<file path="config.mk">
export PLATFORM = sky130hd
export DESIGN_NAME = swallow_ctrl
export DESIGN_NICKNAME = d
export VERILOG_FILES = /design/src/rtl/swallow_pkg.sv /design/src/rtl/swallow_edge.sv /design/src/rtl/swallow_count.sv /design/src/rtl/swallow_out.sv /design/src/rtl/swallow_ctrl.sv
export SDC_FILE = /design/constraint.sdc
export NUM_CORES = 1
export LEC_CHECK = 0
export ABC_AREA = 1
export BUFFER_PORTS_ARGS = -buffer_cell sky130_fd_sc_hd__buf_2
export CORE_UTILIZATION = 60
export DETAILED_ROUTE_END_ITERATION = 10
export PLACE_DENSITY_LB_ADDON = 0.12
export SLEW_MARGIN = 25
export SYNTH_ARGS = -nofsm -noshare
export SYNTH_HDL_FRONTEND = slang
export SYNTH_SLANG_ARGS = --single-unit
</file>
<file path="constraint.sdc">
create_clock -name clk -period 3.55 [get_ports clk]
set_clock_uncertainty 0.05 [all_clocks]
set_input_delay 0.1775 -clock clk [delete_from_list [all_inputs] [get_ports clk]]
set_output_delay 0.1775 -clock clk [all_outputs]
set_load 0.05 [all_outputs]
</file>
<file path="src/rtl/swallow_pkg.sv">
package swallow_pkg;

    typedef enum logic {
        MOD_LOW  = 1'b0,
        MOD_HIGH = 1'b1
    } mod_e;

endpackage

</file>
<file path="src/rtl/swallow_edge.sv">
module swallow_edge #(
    parameter int STAGES = 2
) (
    input  logic clk,
    input  logic rst,
    input  logic pulse_in,
    output logic cnt_en
);

    localparam int SHW = STAGES + 1;

    logic [SHW-1:0] sh_d;
    logic [SHW-1:0] sh_q;

    generate
        if (STAGES < 2) begin : g_bad_depth
            initial $error("swallow_edge: STAGES must be at least 2");
        end
    endgenerate

    always_comb begin
        sh_d = {sh_q[SHW-2:0], pulse_in};
    end

    always_ff @(posedge clk) begin
        if (rst) sh_q <= '0;
        else     sh_q <= sh_d;
    end

    assign cnt_en = sh_q[STAGES-1] & ~sh_q[STAGES];

endmodule

</file>
<file path="src/rtl/swallow_count.sv">
module swallow_count
    import swallow_pkg::*;
#(
    parameter int CNT_W = 8
) (
    input  logic             clk,
    input  logic             rst,
    input  logic             cnt_en,
    input  logic [CNT_W-1:0] n_val,
    input  logic [CNT_W-1:0] a_val,
    output logic             mod_sel,
    output logic             cyc_end
);

    localparam int TW = CNT_W + 1;

    typedef struct packed {
        logic [CNT_W-1:0] n_cnt;
        logic [TW-1:0]    tot;
        logic [CNT_W-1:0] n_act;
        logic [CNT_W-1:0] a_act;
        mod_e             mode;
    } st_t;

    st_t st_d, st_q;

    logic [CNT_W-1:0] n_eff;
    logic [TW-1:0]    tot_lim;
    logic [TW-1:0]    tot_nx;
    logic [CNT_W-1:0] n_nx;

    always_comb begin
        n_eff   = (st_q.n_act == '0) ? CNT_W'(1) : st_q.n_act;
        tot_lim = {1'b0, n_eff} + {1'b0, st_q.a_act};
        tot_nx  = st_q.tot + TW'(1);
        n_nx    = st_q.n_cnt + CNT_W'(1);
        st_d    = st_q;
        cyc_end = 1'b0;
        if (cnt_en) begin
            if (tot_nx == tot_lim) begin
                cyc_end    = 1'b1;
                st_d.tot   = '0;
                st_d.n_cnt = '0;
                st_d.mode  = MOD_LOW;
                st_d.n_act = n_val;
                st_d.a_act = a_val;
            end else begin
                st_d.tot = tot_nx;
                if (st_q.n_cnt != n_eff) begin
                    st_d.n_cnt = n_nx;
                    if (n_nx == n_eff) st_d.mode = MOD_HIGH;
                end
            end
        end
    end

    always_ff @(posedge clk) begin
        if (rst) begin
            st_q.n_cnt <= '0;
            st_q.tot   <= '0;
            st_q.n_act <= n_val;
            st_q.a_act <= a_val;
            st_q.mode  <= MOD_LOW;
        end else begin
            st_q <= st_d;
        end
    end

    assign mod_sel = st_q.mode;

endmodule

</file>
<file path="src/rtl/swallow_out.sv">
module swallow_out (
    input  logic clk,
    input  logic rst,
    input  logic cyc_end,
    output logic div_out,
    output logic done
);

    typedef struct packed {
        logic div;
        logic stb;
    } out_t;

    out_t o_d, o_q;

    always_comb begin
        o_d.div = o_q.div ^ cyc_end;
        o_d.stb = cyc_end;
    end

    always_ff @(posedge clk) begin
        if (rst) o_q <= '0;
        else     o_q <= o_d;
    end

    assign div_out = o_q.div;
    assign done    = o_q.stb;

endmodule

</file>
<file path="src/rtl/swallow_ctrl.sv">
module swallow_ctrl #(
    parameter int CNT_W       = 8,
    parameter int SYNC_STAGES = 2
) (
    input  logic             clk,
    input  logic             rst,
    input  logic             pulse_in,
    input  logic [CNT_W-1:0] n_val,
    input  logic [CNT_W-1:0] a_val,
    output logic             mod_sel,
    output logic             div_out,
    output logic             done
);

    logic cnt_en;
    logic cyc_end;

    swallow_edge #(.STAGES(SYNC_STAGES)) u_edge (
        .clk      (clk),
        .rst      (rst),
        .pulse_in (pulse_in),
        .cnt_en   (cnt_en)
    );

    swallow_count #(.CNT_W(CNT_W)) u_count (
        .clk     (clk),
        .rst     (rst),
        .cnt_en  (cnt_en),
        .n_val   (n_val),
        .a_val   (a_val),
        .mod_sel (mod_sel),
        .cyc_end (cyc_end)
    );

    swallow_out u_out (
        .clk     (clk),
        .rst     (rst),
        .cyc_end (cyc_end),
        .div_out (div_out),
        .done    (done)
    );

endmodule

</file>
==> Word-level counts from Yosys, hierarchy flattened <==
Index checks and enable logic that the tools add are counted.
{ "word_totals": {"register_bits": 39, "in_bits": 19, "out_inout_bits": 3, "word_cells": 36} }
{ "classes": {"add_sub_neg": 3, "n_eq_ne": 3, "n_mux": 11, "bitwise": 3, "n_reduce_logical": 8} }
{ "ops": {"columns": ["operator", "count"], "rows": [
  ["$mux W17", 3],
  ["$mux W16", 1],
  ["$mux W8", 2],
  ["$add A8 B8 Y9", 1],
  ["$add A9 B1 Y9 const B", 1],
  ["$eq A9 B9 Y1", 1],
  ["$add A8 B1 Y8 const B", 1],
  ["$eq A8 B8 Y1", 1],
  ["$logic_not A8 Y1", 1],
  ["$ne A8 B8 Y1", 1],
  ["$reduce_bool A2 Y1", 4],
  ["$mux W1", 5],
  ["$reduce_and A2 Y1", 2],
  ["$reduce_and A3 Y1", 1],
  ["$and A1 B1 Y1", 1],
  ["$not A1 Y1", 1],
  ["$xor A1 B1 Y1", 1]
]} }

==> Longest topological paths before layout <==
Gate-level depths: netlist of run 1.
{ "logic_depth": {"ltp_word": 8, "ltp_mapped": 21, "depth_no_buf": 20} }

==> Hierarchy <==
From an unflattened synthesis of run 1, not the netlist that was laid out.
{ "hier_totals": {"hier_cells": 357, "area_unflattened_um2": 2527.4} }
{ "by_module_without_submodules": {"columns": ["mod", "instances", "cells_each", "area_each_um2", "seq_area_each_um2"], "rows": [
  ["swallow_count", 1, 338, 2373.5, 840.8],
  ["swallow_edge", 1, 10, 86.3, 60.1],
  ["swallow_out", 1, 9, 67.6, 40.0]
]} }

==> Worst setup path before layout of run 1 <==
OpenSTA, ideal clock, no wires.
{ "synth_path": {"path_kind": "reg-to-reg", "start": "register u_count.st_q[10] (netlist bit)", "end": "register u_count.st_q[10] (netlist bit) (enable)", "arrival_ns": 2.381, "path_slack_ns": 0.774, "path_stages_with_launch": 17, "path_buffers": 1, "period_less_slack_ns": 2.776, "path_cell_list": "edfxtp_1 buf_6 nor3_1 a31o_2 ha_1 ha_1 nand2_1 nand2_1 nor2_1 nand2_1 nor2_1 nand3_1 nor2_1 nand2_1 nor2_4 nand4_4 nand2_2"} }
{ "synth_between": {"elab_chain_cells": 6} }
{ "synth_lines": {"columns": ["element", "line", "text"], "rows": [
  ["from (decl)", "swallow_count.sv:25", "st_t st_d, st_q;"],
  ["from (signal assigned)", "swallow_count.sv:65", "st_q <= st_d;"],
  ["$logic_not A8 Y1", "swallow_count.sv:33", "n_eff = (st_q.n_act == '0) ? CNT_W'(1) : st_q.n_act;"],
  ["$mux W8 *", "swallow_count.sv:33", null],
  ["$add A8 B8 Y9 *", "swallow_count.sv:34", "tot_lim = {1'b0, n_eff} + {1'b0, st_q.a_act};"],
  ["$eq A9 B9 Y1 *", "swallow_count.sv:40", "if (tot_nx == tot_lim) begin"],
  ["$reduce_bool A2 Y1 (no line) *", null, null],
  ["$reduce_and A2 Y1 (no line) *", null, null]
]} }
Every way passes the cells marked *; elsewhere a longest branch is shown, timed or not.
A chain may end at the register's enable or synchronous reset.

==> Worst setup path in the final report of run 1 <==
{ "layout_path": {"start": "register u_count.st_q[10] (netlist bit)", "end": "register u_count.st_q[11] (netlist bit) (enable)"} }
The elaborated chain is that of the path after synthesis.

==> summary.md, run 1 <==
| Metric | Value |
|---|---|
| Outcome | complete, no violations |
| Chip Width | 67.53 um |
| Post-synth ARST share | 0 |
| CTS hold repair buffers | 0 |
| Crit Path Class | flop to flop |
| Post-Synth XOR/XNOR Area | 0.08791 |
| Slowest-stage cell, CP | edfxtp_1 |
| DP Worst Slack | 0.3842 ns |
| H-tree levels | 2 |
| Mapped Nets | 382 |
| CP Capture Type | flop |
| Critical Path Source Type | flop |
| Vias in the first global route | 1978 |
| Synth warnings | 0 |
| Pwr/cell area | 344.0 nW/um2 |
| Met1 WL | 2.415 mm |
| Most common cell after layout, fill and taps aside | nand2_1 |
| Chip height | 67.53 um |
| Post-Synth Adder-Cell Area | 0.03885 |
| Simple-Gate Fraction of Synth Area | 0.3307 |
| Cell area after synthesis | 2576 um2 |
| WP data arrival | 3.03 ns |
| Largest net degree at the start of global routing | 21 |
| Layout cells sized above 1 | 0.1387 |
| Rel. slew slack | 0.7037 |
| DRT antenna net count | 0 |
| Synth Area in Compound Gates | 0.05585 |
| Setup TNS | 0 ns |
| Met2 wire len | 2.324 mm |
| Leak pwr | 1.323 nW |
| Vias | 2148 |
| DRC Markers | 0 |
| RSZ-0062 raised after global routing | false |
| Main combinational cell family by area after synthesis | simple AND/OR/NAND/NOR gates |
| DR iter-0 viols | 122 |
| Bufs and invs on worst path | 0 |
| CTS Buf Count | 5 |
| CTS Buffer Depth | 2 |
| Top flip-flop cell by instance count after synthesis | dfxtp_1 |
| Total gr overflow | 0 |
| Drt first pass iters | 5 |
| Latest clock arrival within the worst-skew pair | 0.29 ns |
| F_max | 0.3183 GHz |
| CTS tree | yes |
| Top Metal Used | met4 |
| WP data required | 3.44 ns |
| Core area | 4058 um2 |
| Setup bufs post-CTS | 0 |
| Sinks on the clock net | 39 |
| Final setup violation count | 0 |
| All-layer global routing usage | 0.2590 |
| IR drop worst, VDD | 0.2959 mV |
| Detailed Route WL | 5.078 mm |
| Global-route wire length before repair | 8.631 mm |
| DP HPWL | 3.926 mm |
| Cts repair resizes | 0 |
| Min-Delay Path Class | input port to flop |
| Post-synthesis cell type count | 34 |
| Ant. Diodes | 0 |
| Area of the multi-input gates | 1323 um2 |
| Per-cell routed wire length | 11.95 um |
| Post-layout worst setup margin | 0.4082 ns |
| Average size of a mapped cell | 7.257 um2 |
| Num rows | 23 |
| R2r setup slk | 0.41 ns |
| Clock period minus worst slack | 3.142 ns |
| Area grow syn2layout | 7.722% |
| Met3 WL | 251 um |
| Initial antenna violation count | 0 |
| Initial Util | 0.6349 |
| Port bufs | 21 |
| Critical path's most frequent cell | nand2_1 |
| CP peak stage delay | 0.51 ns |
| Largest fanout on the critical path | 19 |
| Period utilisation layout | 0.8850 |
| Register area | 940.9 um2 |
| Synth Register Bits | 39 |
| Register area share after synthesis | 0.3652 |
| Die area | 4560 um2 |
| Total power | 0.9546 mW |
| Post-Synthesis Cells | 355 |
| Final Non-Filler Cells | 425 |
| DP Cell Count | 417 |
| Max cap viols | 0 |
| Final hold viol count | 0 |
| Worst-Margin Slew | 0.4429 ns |
| Post-Route Utilization | 0.6839 |
| Top-Level Pins | 22 |
| Nets@finish | 401 |
| Reg clk slew, reported paths | 0.07 ns |
| Max Slew Vio Count | 0 |
| Drt via density | 5.054 |
| Root buf cell | clkbuf_8 |
| Critical path cell sequence | nor3_1 -> a31o_2 -> ha_1 -> ha_1 -> nand2_1 -> nand2_1 -> nor2_1 -> nand2_1 -> nor2_1 -> nand3_1 -> nor2_1 -> nand2_1 -> nor2_4 -> nand4_4 -> nand2_2 |
| Post-synthesis mux area share | 0 |
| EDFF count, synth | 16 |
| Most frequent cells in the layout | nand2_1, inv_1, nor2_1 |
| Fill count | 360 |
| CP delay by family, top | simple AND/OR/NAND/NOR gates |
| GP Congestion | 0.8985 |
## through the flow
step / hold slack (ns) / instance area [um2]
after floorplan: 0.2345 / 2576
after global placement: 0.3300 / 2694
after detailed placement: 0.3362 / 2694
after CTS: 0.02983 / 2775
after global routing: 0.04332 / 2775
final: 0.04169 / 2775
## cell type report
| type | instances | area share |
|---|---|---|
| clock buffers | 7 | 0.02750 |
| clock inverters | 1 | 0.001803 |
| inverters | 66 | 0.08927 |
| multi-input cells | 239 | 0.4766 |
| flip-flops and latches | 39 | 0.3390 |
| well taps | 50 | 0.02254 |
| repair buffers | 23 | 0.04328 |
## metal layers
layer / global-route usage / up-vias
met4: 0.1117 / 0
met5: 0 / -
li1: - / 1151
met2: 0.4158 / 57
met1: 0.3375 / 931
met3: 0.04730 / 9
## where the power goes
part	leakage, nW	switching [mW]	total [mW]	internal (mW)
registers	0.348	0.0161	0.501	0.485
clock network	0.0422	0.148	0.286	0.138
logic	0.933	0.103	0.168	0.0643
## kinds of logic after synthesis
family                   Yosys count
adder cells (fa/ha/maj)            8
AO/OA/AOI/OAI                     25
buffers and inverters             77
flip-flops                        39
AND/OR/NAND/NOR                  181
XOR/XNOR                          25
## Yosys cell counts, types with 2 or more instances
cell type / number / area [um2]
a21oi_1: 10 / 50.05
a21oi_2: 2 / 17.52
buf_4: 2 / 15.01
buf_6: 2 / 22.52
clkbuf_1: 6 / 22.52
dfxtp_1: 23 / 460.4
edfxtp_1: 16 / 480.5
ha_1: 8 / 100.1
inv_1: 64 / 240.2
inv_2: 2 / 7.510
nand2_1: 70 / 262.8
nand2_2: 9 / 56.30
nand3_1: 37 / 185.2
nand3b_1: 4 / 30.03
nand4_1: 7 / 43.79
nor2_1: 41 / 153.9
nor2_4: 2 / 22.52
nor3_1: 4 / 20.02
o21ai_0: 5 / 25.02
o21ai_1: 5 / 25.02
xnor2_1: 10 / 87.58
xor2_1: 14 / 122.6
## final timing paths
check | to | startpoint | cells past startpoint
max | u_count.st_q[11] | u_count.st_q[10] | 15
min | u_edge.sh_q[0] | pulse_in | 3
max reg2reg | u_count.st_q[11] | u_count.st_q[10] | 15
min reg2reg | u_edge.sh_q[2] | u_edge.sh_q[1] | 2
## sequential cells by signal (all words and copies together) (netlist names)
register         count
u_count.st_q        33
u_edge.sh_q          3
u_count.mod_sel      1
u_out.div_out        1
u_out.done           1
## worst min-delay path, stage by stage
cell and delay [ns]:
buf_2 0.07, inv_1 0.03, nor2_1 0.06
No activity file was read; power rests on OpenSTA's default activity.
==> run 2, diff against run 1 <==
--- a/config.mk
+++ b/config.mk
@@ -9,7 +9,8 @@
 export BUFFER_PORTS_ARGS = -buffer_cell sky130_fd_sc_hd__buf_2
 export CORE_UTILIZATION = 60
 export DETAILED_ROUTE_END_ITERATION = 10
-export PLACE_DENSITY_LB_ADDON = 0.12
+export PLACE_DENSITY = 0.83
+export SETUP_SLACK_MARGIN = 0.1
 export SLEW_MARGIN = 25
 export SYNTH_ARGS = -nofsm -noshare
 export SYNTH_HDL_FRONTEND = slang
==> run 2 against run 1 <==
Compared with the run above: register-to-register slack got worse by 0.04 ns; final cell count unchanged; cell area increased by 0.36%; sequential share of layout area decreased by 0.12 points; critical path type unchanged; largest power group unchanged.
==> summary.md, run 2 (synthesis gave the netlist of run 1 again) <==
| Metric | Value |
|---|---|
| DR iter-0 viols | 112 (-8.2%) |
| Num rows | 23 (unchanged) |
| CTS hold repair buffers | 0 (unchanged) |
| Pwr/cell area | 353.3 nW/um2 (+2.7%) |
| H-tree levels | 2 (unchanged) |
| Ant. Diodes | 0 (unchanged) |
| Setup TNS | 0 ns (unchanged) |
| Clock period minus worst slack | 3.177 ns (+0.03546 ns) |
| Die area | 4560 um2 (unchanged) |
| All-layer global routing usage | 0.2572 (-0.001781) |
| Vias | 2204 (+2.6%) |
| Initial Util | 0.6349 (unchanged) |
| Detailed Route WL | 5.144 mm (+1.3%) |
| Critical Path Source Type | flop |
| Grt met2 use | 0.4233 (+0.007426) |
| CTS Buffer Depth | 2 (unchanged) |
| Slowest-stage cell, CP | edfxtp_1 |
| Sinks on the clock net | 39 (unchanged) |
| WP data required | 3.45 ns (about the same) |
| CP peak stage delay | 0.52 ns (about the same) |
| Largest net degree at the start of global routing | 21 (unchanged) |
| Largest Register | u_count.st_q |
| Max cap viols | 0 (unchanged) |
| Outcome | complete, no violations |
| Core area | 4058 um2 (unchanged) |
| Chip height | 67.53 um (unchanged) |
| Biggest regs | u_count.st_q x33, u_edge.sh_q x3 |
| Largest fanout on the critical path | 19 (unchanged) |
| CP Capture Type | flop |
| Total gr overflow | 0 (unchanged) |
| Min-Delay Path Class | input port to flop |
| Vias in the first global route | 2047 (+3.5%) |
| DRT antenna net count | 0 (unchanged) |
| Chip Width | 67.53 um (unchanged) |
| Critical path cell sequence | nor3_1 -> a31o_2 -> ha_1 -> ha_1 -> nand2_1 -> nand2_1 -> nor2_1 -> nand2_1 -> nor2_1 -> nand3_1 -> nor2_1 -> nand2_1 -> nor2_4 -> nand4_4 -> nand2_2 |
| Final setup violation count | 0 (unchanged) |
| GP Congestion | 0.9596 (+6.8%) |
| Met1 Use GR | 0.3081 (-0.02944) |
| CTS tree | yes |
| Crit Path Class | flop to flop |
| Root buf cell | clkbuf_8 |
| Worst-Margin Slew | 0.4913 ns (+0.04848 ns) |
| Per-cell routed wire length | 12.10 um (+1.3%) |
| DRC Markers | 0 (unchanged) |
| F_max | 0.3147 GHz (-1.1%) |
| Drt first pass iters | 5 (unchanged) |
| Rel. slew slack | 0.6712 (-0.03249) |
| Layout cells sized above 1 | 0.1440 (+0.005333) |
| Nets@finish | 401 (unchanged) |
| Max reg flops | 33 (unchanged) |
| Reg clk slew, reported paths | 0.08 ns (about the same) |
| Period utilisation layout | 0.8950 (+0.009989) |
| Final hold viol count | 0 (unchanged) |
| Hold_ws | 0.02546 ns (-0.01623 ns) |
| IR drop worst, VDD | 0.2464 mV (-17%) |
| Top-Level Pins | 22 (unchanged) |
| Setup bufs post-CTS | 0 (unchanged) |
| Drt via density | 5.186 (+2.6%) |
| M3 GR Usage | 0.04899 (+0.001689) |
| Max Slew Vio Count | 0 (unchanged) |
| GRT busiest layer | met2 |
| RSZ-0062 raised after global routing | false |
| Port bufs | 21 (unchanged) |
| Area grow syn2layout | 8.111% |
| Leak pwr | 1.326 nW (+0.22%) |
| DP HPWL | 3.955 mm (+0.73%) |
| Global-route wire length before repair | 8.611 mm (-0.23%) |
| CTS Buf Count | 5 (unchanged) |
| Most frequent cells in the layout | nand2_1, inv_1, nor2_1 |
| Critical path's most frequent cell | nand2_1 |
| Most common cell after layout, fill and taps aside | nand2_1 |
| Latest clock arrival within the worst-skew pair | 0.30 ns (about the same) |
| Initial antenna violation count | 0 (unchanged) |
| WP data arrival | 3.08 ns (+0.05 ns) |
| Cts repair resizes | 0 (unchanged) |
==> run 2: area by class of cell <==
class | instances | area [um2]
clock buffers | 5 | 68.82
clock inverters | 3 | 22.52
fillers | 340 | 1272
inverters | 66 | 247.7
multi-input cells | 239 | 1323
flip-flops and latches | 39 | 940.9
well taps | 50 | 62.56
repair buffers | 23 | 120.1
==> run 2: per-layer routing <==
metal  part of all wire  wire length (um)
met5                  0                 0
met4              0.032               167
met3              0.046               238
met2               0.46              2369
met1               0.46              2369
==> run 2: where the power goes <==
part           total, mW  switching, mW  internal, mW  leakage, nW
Combinational      0.169          0.105        0.0645        0.933
Sequential         0.501         0.0160         0.485        0.348
Clock              0.314          0.173         0.141       0.0451
==> run 2: worst paths after layout <==
check | from | endpoint | slack (ns) | cells after the start
worst max register to register | u_count.st_q[10] | u_count.st_q[10] | 0.37 | 15
worst min-delay path | pulse_in | u_edge.sh_q[0] | 0.03 | 3
worst min register to register | u_edge.sh_q[0] | u_edge.sh_q[1] | 0.36 | 2
worst max-delay path | u_count.st_q[10] | u_count.st_q[10] | 0.37 | 15
==> run 2: per-stage QoR <==
stage          std cells  setup WS (ns)  area [um2]  utilization  power (mW)
2_1_floorplan        355         0.7738        2576            -      0.6411
3_3_place_gp         417         0.5352        2694       0.6639      0.6732
3_5_place_dp         417         0.3743        2694       0.6639      0.6783
4_1_cts              425         0.3681        2785       0.6864      0.9858
5_1_grt              425         0.1390        2785       0.6864       1.032
6_report             425         0.3727        2785       0.6864      0.9841
==> run 2: worst max-delay path, delay by kind of cell (launching register included) <==
family / cells / cell delay, ns
AND/OR/NAND/NOR: 12 / 1.62
flip-flops: 1 / 0.52
AO/OA/AOI/OAI: 1 / 0.21
adder cells (fa/ha/maj): 2 / 0.42
==> run 3, diff against run 2 <==
--- a/config.mk
+++ b/config.mk
@@ -10,8 +10,10 @@
 export CORE_UTILIZATION = 60
 export DETAILED_ROUTE_END_ITERATION = 10
 export PLACE_DENSITY = 0.83
+export RECOVER_POWER = 25
 export SETUP_SLACK_MARGIN = 0.1
 export SLEW_MARGIN = 25
 export SYNTH_ARGS = -nofsm -noshare
 export SYNTH_HDL_FRONTEND = slang
 export SYNTH_SLANG_ARGS = --single-unit
+export TNS_END_PERCENT = 100
==> run 3 against run 2 <==
Compared with the run above: register-to-register slack barely moved; global-route usage did not move; wire length down 0.19%; maximum frequency up 0.22%; first-iteration DRC count shrank 2.7%; clock power hardly changed; clock-buffer cell count unchanged; largest power group unchanged; highest routed layer unchanged.
==> summary.md, run 3 (synthesis gave the netlist of run 1 again) <==
| Metric | Value |
|---|---|
| Core area | 4058 um2 (unchanged) |
| Initial antenna violation count | 0 (unchanged) |
| F_max | 0.3154 GHz (+0.22%) |
| Bufs and invs on worst path | 0 (unchanged) |
| Post-Route Utilization | 0.6833 (-0.003083) |
| Reg2reg path depth | 15 (unchanged) |
| Root buf cell | clkbuf_8 |
| Critical Path Source Type | flop |
| CTS hold repair buffers | 0 (unchanged) |
| Hold path depth | 3 (unchanged) |
| Layout cells sized above 1 | 0.1280 (-0.01600) |
| Critical path cell sequence | nor3_1 -> a31o_2 -> ha_1 -> ha_1 -> nand2_1 -> nand2_1 -> nor2_1 -> nand2_1 -> nor2_1 -> nand3_1 -> nor2_1 -> nand2_1 -> nor2_4 -> nand4_4 -> nand2_2 |
| Drt first pass iters | 5 (unchanged) |
| Vias | 2199 (-0.23%) |
| Largest Register | u_count.st_q |
| Final hold viol count | 0 (unchanged) |
| CTS Buf Count | 5 (unchanged) |
| Vias in the first global route | 2047 (unchanged) |
| Nets@finish | 401 (unchanged) |
| Hold Crit Start | pulse_in |
| H-tree levels | 2 (unchanged) |
| Pwr/cell area | 354.0 nW/um2 (+0.20%) |
| Met3 WL | 279 um (+17%) |
| Reg clk slew, reported paths | 0.08 ns (about the same) |
| Met2 wire len | 2.344 mm (-1.1%) |
| Ant. Diodes | 0 (unchanged) |
| Sequential share of power | 0.510 (about the same) |
| Clock period minus worst slack | 3.170 ns (-0.006821 ns) |
| Chip Width | 67.53 um (unchanged) |
| Latest clock arrival within the worst-skew pair | 0.30 ns (about the same) |
| WP data required | 3.45 ns (about the same) |
| Setup TNS | 0 ns (unchanged) |
| Per-cell routed wire length | 12.08 um (-0.19%) |
| DP HPWL | 3.955 mm (unchanged) |
| Cts repair resizes | 0 (unchanged) |
| Top Metal Used | met4 |
| CP delay by family, top | simple AND/OR/NAND/NOR gates |
| Total gr overflow | 0 (unchanged) |
| Slowest-stage cell, CP | edfxtp_1 |
| Total power | 0.9816 mW (-0.25%) |
| CP peak stage delay | 0.52 ns (about the same) |
| Outcome | complete, no violations |
| Switch share | 0.2979 (-0.0007118) |
| Detailed Route WL | 5.134 mm (-0.19%) |
| Fill count | 344 (+1.2%) |
| Biggest regs | u_count.st_q x33, u_edge.sh_q x3 |
| Crit Path Class | flop to flop |
| Initial Util | 0.6349 (unchanged) |
| P_int | 0.6893 mW (-0.15%) |
| Combinational Power Share | 0.171 (about the same) |
| DRC Markers | 0 (unchanged) |
| R2r setup slk | 0.38 ns (about the same) |
| Num rows | 23 (unchanged) |
| Max Slew Vio Count | 0 (unchanged) |
| CTS Buffer Depth | 2 (unchanged) |
| Rel. slew slack | 0.3861 (-0.2851) |
| Clk network pwr share | 0.319 (about the same) |
| Non-Filler Cell Area, Final | 2773 um2 (-0.45%) |
| P_sw | 0.2924 mW (-0.49%) |
| RSZ-0062 raised after global routing | false |
| RR Startpoint | u_count.st_q[10] |
| Max cap viols | 0 (unchanged) |
| Leak pwr | 1.302 nW (-1.8%) |
| Global-route wire length before repair | 8.611 mm (unchanged) |
| Post-Place Cell Area | 2694 um2 (unchanged) |
| Drt via density | 5.174 (-0.23%) |
| Largest fanout on the critical path | 19 (unchanged) |
| Worst-Margin Slew | 0.9208 ns (+0.4295 ns) |
| Min-Delay Path Class | input port to flop |
| Most common cell after layout, fill and taps aside | nand2_1 |
| All-layer global routing usage | 0.2572 (unchanged) |
| Final setup violation count | 0 (unchanged) |
| DRT antenna net count | 0 (unchanged) |
| Top-Level Pins | 22 (unchanged) |
| Setup bufs post-CTS | 0 (unchanged) |
| R2R Path End | u_count.st_q[10] |
| Critical path's most frequent cell | nand2_1 |
| Largest net degree at the start of global routing | 21 (unchanged) |
| GP Congestion | 0.9596 (unchanged) |
| IR drop worst, VDD | 0.2445 mV (-0.78%) |
| WP data arrival | 3.07 ns (about the same) |
| Sinks on the clock net | 39 (unchanged) |
| DR iter-0 viols | 109 (-2.7%) |
| Max reg flops | 33 (unchanged) |
| Most frequent cells in the layout | nand2_1, inv_1, nor2_1 |
| Worst Hold End | u_edge.sh_q[0] |
| CTS tree | yes |
| Met1 WL | 2.343 mm (-1.1%) |
| Port bufs | 21 (unchanged) |
| CP Capture Type | flop |
| Area grow syn2layout | 7.625% |
| Chip height | 67.53 um (unchanged) |
| Die area | 4560 um2 (unchanged) |
| Period utilisation layout | 0.8931 (-0.001921) |
[run 3: changes by cell type in the layout (fill, tap and decap cells not counted), sizes merged]
cell and delta:
buf -6, clkbuf +6
[run 3: layer usage]
layer,vias to the layer above,track usage
li1,1151,-
met1,961,0.3081
met2,69,0.4233
met3,18,0.04899
met4,0,0.1543
met5,-,0
[run 3: worst register-to-register path: stages, from the launching register on]
cell and delay [ns]:
edfxtp_1 0.52, nor3_1 0.24, a31o_2 0.21, ha_1 0.17, ha_1 0.25, nand2_1 0.07, nand2_1 0.04, nor2_1 0.09
nand2_1 0.06, nor2_1 0.09, nand3_1 0.09, nor2_1 0.09, nand2_1 0.09, nor2_4 0.14, nand4_4 0.20, nand2_2 0.42
[run 3: how the worst max path moves through the flow]
stage | from | endpoint | slack, ns | cells past startpoint
finish | u_count.st_q[10] | u_count.st_q[10] | 0.38 | 15
global route | u_count.st_q[10] | u_count.st_q[10] | 0.14 | 15
CTS | u_count.st_q[10] | u_count.st_q[10] | 0.37 | 15
detailed placement | u_count.st_q[10] | u_count.st_q[10] | 0.37 | 15
global placement | u_count.st_q[10] | u_count.st_q[1] | 0.54 | 15
floorplan | u_count.st_q[10] | u_count.st_q[10] | 0.77 | 16
[run 3: metrics by stage]
step                      setup WS (ns)  instances  hold slack (ns)
final                            0.3795        425          0.02540
after global routing             0.1357        425          0.04732
after CTS                        0.3681        425          0.02244
after detailed placement         0.3743        417           0.3352
after global placement           0.5352        417           0.3299
after floorplan                  0.7738        355           0.2345
[run 3: power groups by stage]
stage | clock (mW) | combinational, mW | sequential [mW]
floorplan | 0 | 0.137 | 0.504
global placement | 0 | 0.163 | 0.510
detailed placement | 0 | 0.168 | 0.511
CTS | 0.317 | 0.169 | 0.500
global route | 0.337 | 0.192 | 0.502
finish | 0.313 | 0.168 | 0.501
[run 3: cell type report]
cell class                 count  area, um2  area share
multi-input combinational    239       1323      0.4770
sequential                    39      940.9      0.3393
inverter                      66      247.7     0.08935
timing repair buffer          23      107.6     0.03881
clock buffer                   5      68.82     0.02482
tap                           50      62.56     0.02256
clock inverter                 3      22.52    0.008123
